`src/rtl/dql_pkg.sv`:
```
// Package: shared types of the parallel DAC loader.
// Assumes nothing beyond IEEE 1800-2017.
package dql_pkg;
    typedef enum logic {
        LOAD_BYTE = 1'b0,
        LOAD_WORD = 1'b1
    } load_mode_e;
endpackage

```
`src/rtl/dql_wr_detect.sv`:
```
// Write detector: finds the rising edge of the write strobe while chip select
// is low and decodes the channel address into one write enable per channel.
// Assumes each strobe level lasts at least one clock period.
module dql_wr_detect #(
    parameter int N_CH   = 4,
    parameter int ADDR_W = 3
) (
    input  logic              clk,
    input  logic              rst_n,
    input  logic              cs_n,
    input  logic              wr_n,
    input  logic [ADDR_W-1:0] addr,
    output logic [N_CH-1:0]   ch_we
);
    logic wr_q;
    logic strobe;

    // Remember the previous strobe level so a rising edge can be seen.
    always_ff @(posedge clk) begin
        if (!rst_n) wr_q <= 1'b1;
        else        wr_q <= wr_n;
    end

    // A write is qualified by a low-to-high strobe while chip select is low.
    always_comb strobe = wr_n && !wr_q && !cs_n;

    // One enable per channel; addresses at or above N_CH match no channel.
    for (genvar i = 0; i < N_CH; i++) begin : g_dec
        always_comb ch_we[i] = strobe && (addr == ADDR_W'(i));
    end
endmodule

```
`src/rtl/dql_chan.sv`:
```
// One channel: an input register that takes full-word or byte writes, and a
// DAC latch that copies the next input-register value whenever xfer is high.
// Assumes CODE_W > LO_W.
module dql_chan
    import dql_pkg::*;
#(
    parameter int CODE_W = 14,
    parameter int LO_W   = 8
) (
    input  logic              clk,
    input  logic              rst_n,
    input  logic              we,
    input  load_mode_e        mode,
    input  logic              byte_hi,
    input  logic [CODE_W-1:0] data,
    input  logic              xfer,
    output logic [CODE_W-1:0] code
);
    localparam int HI_W = CODE_W - LO_W;

    logic [CODE_W-1:0] in_q;
    logic [CODE_W-1:0] in_next;

    // Merge the write into the input register according to mode and byte select.
    always_comb begin
        in_next = in_q;
        if (we) begin
            if (mode == LOAD_WORD)  in_next = data;
            else if (byte_hi)       in_next[CODE_W-1:LO_W] = data[HI_W-1:0];
            else                    in_next[LO_W-1:0] = data[LO_W-1:0];
        end
    end

    // Hold the input register and update the latch from the merged value.
    always_ff @(posedge clk) begin
        if (!rst_n) begin
            in_q <= '0;
            code <= '0;
        end else begin
            in_q <= in_next;
            if (xfer) code <= in_next;
        end
    end
endmodule

```
`src/rtl/dql_clr_ctl.sv`:
```
// Clear control: sets the forced-to-sense-ground flag at once when clear goes
// low, and releases it at the first clock edge with load low and clear high.
// Also produces the latch transfer enable, which clear blocks.
module dql_clr_ctl (
    input  logic clk,
    input  logic rst_n,
    input  logic clr_n,
    input  logic load_n,
    output logic forced,
    output logic xfer
);
    // Asynchronous set by clear, synchronous set by reset, release by load.
    always_ff @(posedge clk or negedge clr_n) begin
        if (!clr_n)       forced <= 1'b1;
        else if (!rst_n)  forced <= 1'b1;
        else if (!load_n) forced <= 1'b0;
    end

    // The load level moves data only while clear is inactive.
    always_comb xfer = !load_n && clr_n;
endmodule

```
`src/rtl/quad_dac_par_loader.sv`:
```
// Top: parallel-bus loader for a four-channel DAC. It detects the writes,
// steers them into the per-channel input registers, and handles the load and
// clear control. Assumes bus strobes sampled on clk.
module quad_dac_par_loader
    import dql_pkg::*;
#(
    parameter int N_CH   = 4,
    parameter int CODE_W = 14,
    parameter int LO_W   = 8,
    parameter int ADDR_W = 3
) (
    input  logic                     clk,
    input  logic                     rst_n,
    input  logic                     cs_n,
    input  logic                     wr_n,
    input  logic [ADDR_W-1:0]        addr,
    input  logic                     word_mode,
    input  logic                     byte_hi,
    input  logic [CODE_W-1:0]        data_in,
    input  logic                     load_n,
    input  logic                     clr_n,
    output logic [N_CH*CODE_W-1:0]   dac_code,
    output logic                     out_forced
);
    logic [N_CH-1:0] ch_we;
    logic            xfer;
    load_mode_e      mode;

    // Map the mode pin onto the load-mode type.
    always_comb mode = load_mode_e'(word_mode);

    dql_wr_detect #(.N_CH(N_CH), .ADDR_W(ADDR_W)) u_wr (
        .clk(clk), .rst_n(rst_n), .cs_n(cs_n), .wr_n(wr_n),
        .addr(addr), .ch_we(ch_we)
    );

    dql_clr_ctl u_clr (
        .clk(clk), .rst_n(rst_n), .clr_n(clr_n), .load_n(load_n),
        .forced(out_forced), .xfer(xfer)
    );

    for (genvar i = 0; i < N_CH; i++) begin : g_ch
        dql_chan #(.CODE_W(CODE_W), .LO_W(LO_W)) u_ch (
            .clk(clk), .rst_n(rst_n), .we(ch_we[i]), .mode(mode),
            .byte_hi(byte_hi), .data(data_in), .xfer(xfer),
            .code(dac_code[i*CODE_W +: CODE_W])
        );
    end
endmodule

```
`config.mk`:
```
export PLATFORM = sky130hd
export DESIGN_NAME = quad_dac_par_loader
export DESIGN_NICKNAME = d
export VERILOG_FILES = /design/src/rtl/dql_pkg.sv /design/src/rtl/dql_wr_detect.sv /design/src/rtl/dql_chan.sv /design/src/rtl/dql_clr_ctl.sv /design/src/rtl/quad_dac_par_loader.sv
export SDC_FILE = /design/constraint.sdc
export NUM_CORES = 1
export LEC_CHECK = 0
export ABC_AREA = 1
export CELL_PAD_IN_SITES_DETAIL_PLACEMENT = 1
export CELL_PAD_IN_SITES_GLOBAL_PLACEMENT = 2
export CORE_ASPECT_RATIO = 0.75
export CORE_UTILIZATION = 26
export CTS_CLUSTER_SIZE = 14
export DETAILED_ROUTE_END_ITERATION = 12
export HOLD_SLACK_MARGIN = 0.12
export PLACE_DENSITY = 0.75
export REMOVE_ABC_BUFFERS = 1
export SYNTH_ARGS = -nofsm -noshare
export SYNTH_HDL_FRONTEND = slang
export SYNTH_SLANG_ARGS = --single-unit
```
`constraint.sdc`:
```
create_clock -name clk -period 1.06 [get_ports clk]
set_input_delay 0.212 -clock clk [delete_from_list [all_inputs] [get_ports clk]]
set_output_delay 0.212 -clock clk [all_outputs]
set_load 0.01 [all_outputs]
```
==> results.txt, run 1 <==
----------------------------------------------------
[Timing]
  Fmax ... 0.753 GHz
  Slew at the pin closest to its max-slew limit ... 0.372 ns
  Setup Skew ... 0.00653 ns
  Hold slack ... 0.213 ns
  Final sum of negative setup slack ... -19.06 ns
  Worst slew margin relative to its limit ... 75.2%
  Post-route clock period utilization ... 125%
  Final number of max-transition violations ... 0
  Post-route minimum period ... 1.33 ns
  Post-layout worst setup margin ... -0.268 ns
  Setup-failing EPs final ... 167
  Setup repair after global routing missed its margin ... true
  Final-report hold violation count ... 0

[Clocking]
  TritonCTS clock tree ... yes
  Count of clock tree sinks ... 114
  Clock root buffer master ... sky130_fd_sc_hd__clkbuf_16
  Clock transition time at the flip-flop clock pins of the worst setup and hold paths ... 0.06 ns
  Later-pin clock latency in the skew report ... 0.42 ns
  Number of buffers between clock root and the deepest sink ... 2
  Num CTS Buffers ... 17
  Total of hold buffers inserted after clock tree synthesis ... 0
  Number of levels in the clock H-tree ... 4

[Layout]
  Final core utilization ... 42.3%
  Final design area excluding fillers ... 8550 um2
  Net count, final ... 972
  Layout fillers ... 2399
  Ratio of cells with drive above 1 in the final layout ... 37.8%
  Area overhead of the layout relative to synthesis ... 59.5%
  Antenna Diode Count ... 0
  Final std cells w/o fill ... 1218

[Pwr]
  Switching power ... 3.08 mW
  Portion of total power attributed to sequential cells ... 35.7%
  Peak ir drop on the vdd network ... 0.818 mV
  Combinational share of power ... 12.2%
  Int Pwr ... 9.69 mW
  Final Power ... 12.8 mW
  Power density over the cells ... 1490 nW/um2
  Leakage power of the design ... 4.01 nW
  Clock Power Share ... 52.1%
  Proportion of total power due to net switching ... 24.1%

[Setup path]
  Origin of the critical flop-to-flop path ... u_wr.wr_q
  Cell Chain, Critical Path ... nor3_4 -> buf_6 -> nand2_2 -> buf_12 -> nand2_1 -> nand3_1 -> nand2_1 -> inv_1
  Sort of element at the start of the critical path ... flip-flop
  Path type of the worst setup path ... reg -> reg
  Slowest Stage Delay on Critical Path ... 0.33 ns
  Arrival time worst endpoint ... 1.65 ns
  Critical-path top delay cell ... sky130_fd_sc_hd__dfxtp_2
  Register-to-Register Setup Slack ... -0.27 ns
  Most frequent CP cell ... sky130_fd_sc_hd__nand2_1
  R2r worst-path depth ... 8
  Crit end category ... flip-flop
  Worst reg2reg endpoint ... g_ch[0].u_ch.code[11]
  Largest fanout on the critical path ... 14
  Worst endpoint required time ... 1.38 ns

[Drt]
  Total number of vias ... 5541
  Antenna-violating nets left ... 0
  Total Wirelength ... 18.7 mm
  Post-DR wirelength/cell ... 15.3 um
  Routed vias/inst ... 4.55
  Number of violations reported at the end of detailed-routing iteration 0 ... 243
  DRC violations left ... 0
  Number of iterations in the first detailed-routing pass ... 4

[Synth]
  Post-synthesis sequential area ratio ... 42.7%
  Synth cell types ... 23
  Post-Syn Instances ... 828
  Register bit count reported by yosys ... 114
  Cell types occupying the most area after synthesis ... sky130_fd_sc_hd__dfxtp_1 42%, sky130_fd_sc_hd__nand2_1 24%, sky130_fd_sc_hd__nor2_1 6.8%
  Cell area after technology mapping ... 5360 um2
  Synth top cells by count ... 336 x sky130_fd_sc_hd__nand2_1, 113 x sky130_fd_sc_hd__dfxtp_1, 97 x sky130_fd_sc_hd__nor2_1, 74 x sky130_fd_sc_hd__inv_1
  Cell type contributing the most total cell area after synthesis ... sky130_fd_sc_hd__dfxtp_1
  Synthesis Warnings ... 0
  Area share of the leading cell type in the synthesized netlist ... 42.2%
  Number of enable-type register cells in the synthesized netlist ... 0
  Mean instance size in the synthesized netlist ... 6.48 um2
  Dominant synthesized flop cell ... sky130_fd_sc_hd__dfxtp_1
  Most common cell in the synthesized netlist ... sky130_fd_sc_hd__nand2_1
  Share of synthesized registers carrying an async set or reset ... 0.877%

[GRT]
  Wire length of the first global-routing pass ... 29.8 mm
  Overall global routing resource usage ... 18.1%
  Pin count of the biggest net entering global routing ... 38
  Remaining global-route overflow ... 0
  Via count of the first global-routing pass ... 5669
  Initial antenna violation count ... 0

[Placed design]
  Routability-driven placement congestion ratio ... 0.756
  Worst-case setup slack after placement ... -0.735 ns
  Count of port buffers added during placement ... 81
  DP Area ... 6770 um2
  HPWL after detailed placement ... 11.6 mm
  Placed Cells ... 1168

[Floorplan]
  Die Ht ... 126 um
  Initial core utilization ... 26.5%
  Die outline area ... 21200 um2
  Core Region ... 20200 um2
  FP Rows ... 45
  Count of boundary I/O pins ... 82
  Chip Width ... 168 um

[Status]
  Status ... complete, but fails checks
  Violations in the final reports ... setup timing

[Hold path]
  Worst hold-check path type ... in -> async

[Run]
  Max-cap violations ... 0

----------------------------------------------------
[cells in the final DEF (no fill, tap or decap)]
cell                              Yosys  final
sky130_fd_sc_hd__nand3_2              6     29
sky130_fd_sc_hd__inv_12               0      1
sky130_fd_sc_hd__o21ai_1              5      6
sky130_fd_sc_hd__clkbuf_16            0     18
sky130_fd_sc_hd__nand2_4              2     47
sky130_fd_sc_hd__clkdlybuf4s50_1      0     18
sky130_fd_sc_hd__nand2_1            336    262
sky130_fd_sc_hd__dfxtp_4              0      3
sky130_fd_sc_hd__dfxtp_1            113     56
sky130_fd_sc_hd__clkbuf_1            12      3
sky130_fd_sc_hd__nor2_2               2      4
sky130_fd_sc_hd__clkinv_4             0      1
sky130_fd_sc_hd__inv_2                1      7
sky130_fd_sc_hd__buf_6                6     66
sky130_fd_sc_hd__dfxtp_2              0     54
sky130_fd_sc_hd__nand2_2              0     26
sky130_fd_sc_hd__nor2_4               3      6
sky130_fd_sc_hd__buf_4                8     33
sky130_fd_sc_hd__nand3_1             56     32
sky130_fd_sc_hd__bufinv_16            0      6
sky130_fd_sc_hd__clkinv_2             0      4
sky130_fd_sc_hd__buf_16               0      2
sky130_fd_sc_hd__dfstp_2              1      1
sky130_fd_sc_hd__o21ai_0             27     26
sky130_fd_sc_hd__buf_12               1     17
sky130_fd_sc_hd__nand3_4              0      1
sky130_fd_sc_hd__clkdlybuf4s15_1      0      1
sky130_fd_sc_hd__nor3_4               1      1
sky130_fd_sc_hd__clkbuf_8             0      2
sky130_fd_sc_hd__nor3_1               1      1
sky130_fd_sc_hd__buf_8                0      1
sky130_fd_sc_hd__dlygate4sd2_1        0      5
sky130_fd_sc_hd__a21oi_2              0     29
sky130_fd_sc_hd__a21oi_1             56     27
sky130_fd_sc_hd__inv_1               74     68
sky130_fd_sc_hd__nor2_1              97     92
sky130_fd_sc_hd__nand2_8              0      4
[flip-flops by register name, indices dropped and copies added, names as in the netlist]
| name | flops |
|---|---|
| g_ch.u_ch.code | 56 |
| g_ch.u_ch.in_q | 56 |
| u_clr.forced | 1 |
| u_wr.wr_q | 1 |
[power by group through the flow]
stage                     combinational, mW  clock (mW)  sequential [mW]
after global placement                 1.37           0             4.60
final                                  1.56        6.66             4.55
after global routing                   1.72        7.00             4.57
after detailed placement               1.38           0             4.60
after floorplan                       0.565           0             4.64
after CTS                              1.48        6.81             4.55
[cell type report]
| type | instances | area (um2) | area share [%] |
|---|---|---|---|
| Clock buffer | 22 | 464 | 5.43 |
| Clock inverter | 10 | 204 | 2.38 |
| Inverter | 77 | 303 | 3.54 |
| Multi-Input combinational cell | 593 | 3230 | 37.8 |
| Sequential cell | 114 | 2370 | 27.7 |
| Tap cell | 258 | 323 | 3.77 |
| Timing Repair Buffer | 144 | 1660 | 19.4 |
[logic make-up (layout without fill, tap and decap cells)]
family / Yosys count / count (layout) / share of synthesized area, %
simple gates: 504 / 505 / 38.3
buf+inv: 122 / 253 / 10.8
flops: 114 / 114 / 42.7
compound gates: 88 / 88 / 8.21
[worst max-delay path, delay by kind of cell, from the launching register on]
family / cells / cell delay (ns)
buf+inv: 3 / 0.35
flops: 1 / 0.33
simple gates: 5 / 0.54
[worst max path at each step]
stage	cells past startpoint	end	start	slack, ns
finish	8	g_ch[0].u_ch.code[11]	u_wr.wr_q	-0.27
global route	8	g_ch[0].u_ch.code[1]	u_wr.wr_q	-0.36
CTS	1	out_forced	u_clr.forced	-0.24
detailed placement	11	g_ch[2].u_ch.code[11]	byte_hi	-0.74
global placement	11	g_ch[0].u_ch.code[2]	byte_hi	-0.72
floorplan	5	g_ch[1].u_ch.code[0]	load_n	-1.18
[repair_timing]
item                                    CTS  global route
gates cloned                              3             1
buffers inserted                          7             7
gates resized for setup                 446           118
endpoints found under the setup margin  169           169
pin swaps                                26            55
[per-layer routing]
metal / GRT usage, % / vias up / share of wire [%]
met5: 0 / - / 0
met4: 6.80 / 0 / 1.6
met3: 3.84 / 24 / 3.4
met2: 27.4 / 101 / 44
met1: 25.2 / 2622 / 51
li1: - / 2794 / -
Note: power is estimated with default switching activity, not from simulation.
==> inputs of run 2 (changes only) <==
--- a/config.mk
+++ b/config.mk
@@ -6,9 +6,11 @@
 export NUM_CORES = 1
 export LEC_CHECK = 0
 export ABC_AREA = 1
+export ABC_CLOCK_PERIOD_IN_PS = 1060
 export CELL_PAD_IN_SITES_DETAIL_PLACEMENT = 1
 export CELL_PAD_IN_SITES_GLOBAL_PLACEMENT = 2
 export CORE_ASPECT_RATIO = 0.75
+export CORE_MARGIN = 3
 export CORE_UTILIZATION = 26
 export CTS_CLUSTER_SIZE = 14
 export DETAILED_ROUTE_END_ITERATION = 12
==> results.txt, run 2 (synthesized netlist as in run 1, its figures left out) <==
----------------------------------------------------
[Status]
  Status ... complete, but fails checks (unchanged)
  Violations in the final reports ... setup timing (unchanged)

[Timing]
  Fmax ... 0.782 GHz (was 0.753 GHz)
  Post-route clock period utilization ... 121% (was 125%)
  Post-route minimum period ... 1.28 ns (was 1.33 ns)
  Final-report hold violation count ... 0 (unchanged)
  Setup repair after global routing missed its margin ... true (unchanged)
  Slew at the pin closest to its max-slew limit ... 0.558 ns (was 0.372 ns)
  Worst slew margin relative to its limit ... 62.5% (was 75.2%)
  Setup-failing EPs final ... 168 (was 167)
  Final sum of negative setup slack ... -13.69 ns (was -19.06 ns)
  Post-layout worst setup margin ... -0.219 ns (was -0.268 ns)
  Setup Skew ... 0.00383 ns (was 0.00653 ns)
  Final number of max-transition violations ... 0 (unchanged)

[Layout]
  Final std cells w/o fill ... 1209 (was 1218)
  Leading cell type in the layout, fill and taps excluded ... sky130_fd_sc_hd__nand2_1 (unchanged)
  Ratio of cells with drive above 1 in the final layout ... 38.9% (was 37.8%)
  Layout fillers ... 2395 (was 2399)
  Net count, final ... 968 (was 972)
  Area of all sequential standard cells ... 2370 um2 (about the same)
  Antenna Diode Count ... 0 (unchanged)
  Multi-input combinational cell area ... 3210 um2 (was 3230 um2)
  Area overhead of the layout relative to synthesis ... 56.9% (was 59.5%)
  Commonest non-fill, non-tap cells in the layout ... 243 x sky130_fd_sc_hd__nand2_1, 94 x sky130_fd_sc_hd__nor2_1, 71 x sky130_fd_sc_hd__inv_1 (was 262 x sky130_fd_sc_hd__nand2_1, 92 x sky130_fd_sc_hd__nor2_1, 68 x sky130_fd_sc_hd__inv_1)
  Largest registers ... g_ch.u_ch.code: 56 flops, g_ch.u_ch.in_q: 56 flops (unchanged)

[Drt]
  Number of violations reported at the end of detailed-routing iteration 0 ... 211 (was 243)
  Met1 routed wirelength after detailed routing ... 9.33 mm (was 9.52 mm)
  Total number of vias ... 5472 (was 5541)
  Total Wirelength ... 18.5 mm (was 18.7 mm)
  DRC violations left ... 0 (unchanged)
  Routed vias/inst ... 4.53 (was 4.55)
  Uppermost layer routed ... met4 (unchanged)
  Antenna-violating nets left ... 0 (unchanged)
  Number of iterations in the first detailed-routing pass ... 4 (unchanged)
  Routed length on met3 ... 747 um (was 634 um)
  Post-DR wirelength/cell ... 15.3 um (about the same)
  Routed length on met2 ... 8.17 mm (was 8.22 mm)

[GRT]
  Wire length of the first global-routing pass ... 29.1 mm (was 29.8 mm)
  Remaining global-route overflow ... 0 (unchanged)
  Overall global routing resource usage ... 16.8% (was 18.1%)
  Initial antenna violation count ... 0 (unchanged)
  Via count of the first global-routing pass ... 5530 (was 5669)
  Pin count of the biggest net entering global routing ... 44 (was 38)

[Floorplan]
  Chip Width ... 172 um (was 168 um)
  Die outline area ... 22400 um2 (was 21200 um2)
  FP Rows ... 44 (was 45)
  Core Region ... 19800 um2 (was 20200 um2)
  Die Ht ... 130 um (was 126 um)
  Initial core utilization ... 27.1% (was 26.5%)
  Count of boundary I/O pins ... 82 (unchanged)

[Setup path]
  Worst setup startpoint ... u_clr.forced (was u_wr.wr_q)
  Path type of the worst setup path ... reg -> out (was reg -> reg)
  Largest fanout on the critical path ... 2 (was 14)
  Combined buffer and inverter count along the critical path ... 1 (was 3)
  Arrival time worst endpoint ... 1.07 ns (was 1.65 ns)
  Critical-path top delay cell ... sky130_fd_sc_hd__dfstp_2 (was sky130_fd_sc_hd__dfxtp_2)
  Sort of element at the start of the critical path ... flip-flop (unchanged)
  Cell Chain, Critical Path ... buf_6 (was nor3_4 -> buf_6 -> nand2_2 -> buf_12 -> nand2_1 -> nand3_1 -> nand2_1 -> inv_1)
  Delay-heaviest family, CP ... flip-flops (was simple AND/OR/NAND/NOR gates)
  Origin of the critical flop-to-flop path ... u_wr.wr_q (unchanged)
  Crit end category ... output port (was flip-flop)
  Worst endpoint required time ... 0.85 ns (was 1.38 ns)
  Slowest Stage Delay on Critical Path ... 0.54 ns (was 0.33 ns)

[Placed design]
  Count of port buffers added during placement ... 81 (unchanged)
  Placed Cells ... 1159 (was 1168)
  HPWL after detailed placement ... 11.5 mm (was 11.6 mm)
  Worst-case setup slack after placement ... -0.835 ns (was -0.735 ns)
  Routability-driven placement congestion ratio ... 0.723 (was 0.756)

[Clocking]
  Later-pin clock latency in the skew report ... 0.42 ns (about the same)
  Clock root buffer master ... sky130_fd_sc_hd__clkbuf_16 (unchanged)
  Number of levels in the clock H-tree ... 4 (unchanged)
  Total of hold buffers inserted after clock tree synthesis ... 0 (unchanged)
  Count of clock tree sinks ... 114 (unchanged)
  Clock transition time at the flip-flop clock pins of the worst setup and hold paths ... 0.06 ns (about the same)
  Num CTS Buffers ... 17 (unchanged)
  Number of buffers between clock root and the deepest sink ... 2 (unchanged)
  TritonCTS clock tree ... yes (unchanged)

[Pwr]
  Power density over the cells ... 1360 nW/um2 (was 1490 nW/um2)
  Peak ir drop on the vdd network ... 0.828 mV (was 0.818 mV)
  Leakage power of the design ... 4.00 nW (was 4.01 nW)
  Final Power ... 11.5 mW (was 12.8 mW)

[Hold path]
  Worst hold-check path type ... in -> async (unchanged)

[Run]
  Max-cap violations ... 0 (unchanged)

----------------------------------------------------
-- run 2: layout make-up --
type / instances / share of cell area, %
clock buffers: 28 / 6.26
well taps: 253 / 3.76
repair buffers: 141 / 19.8
multi-input cells: 592 / 38.2
clock inverters: 4 / 0.268
inverters: 77 / 3.53
flip-flops and latches: 114 / 28.2
-- run 2: worst paths after layout --
path / endpoint / slack, ns / cells after the start
max in group asynchronous: u_clr.forced / 0.81 / 2
min in group clk: u_wr.wr_q / 0.25 / 4
setup / recovery: out_forced / -0.22 / 1
hold reg to reg: u_clr.forced / 0.48 / 2
setup reg to reg: g_ch[2].u_ch.code[7] / -0.20 / 8
hold / removal: u_clr.forced / 0.23 / 2
-- run 2: power by group --
group / leakage, nW / switching (mW) / total (mW) / internal (mW)
Combinational: 2.78 / 0.822 / 1.51 / 0.688
Clock: 0.270 / 2.07 / 5.41 / 3.35
Sequential: 0.953 / 0.103 / 4.55 / 4.45
Total: 4.00 / 2.99 / 11.5 / 8.48
-- run 2: per-layer routing --
layer	vias to the layer above	GRT usage, %
li1	2783	-
met1	2586	23.5
met2	88	25.8
met3	15	4.09
met4	0	5.16
met5	-	0
-- run 2: repair_timing --
item                                    in CTS  in global routing
gates cloned                                 2                  2
endpoints found under the hold margin        0                  0
pin swaps                                   28                 35
gates resized for setup                    496                 84
buffers inserted                             6                  9
endpoints found under the setup margin     169                169
-- run 2: per-stage QoR --
| step | util [%] | instance area [um2] | hold slack, ns |
|---|---|---|---|
| after floorplan | - | 5080 | 0.0642 |
| after global placement | 34.0 | 6710 | 0.460 |
| after detailed placement | 34.0 | 6710 | 0.460 |
| after CTS | 40.6 | 8020 | 0.205 |
| after global routing | 42.6 | 8410 | 0.211 |
| final | 42.6 | 8410 | 0.227 |
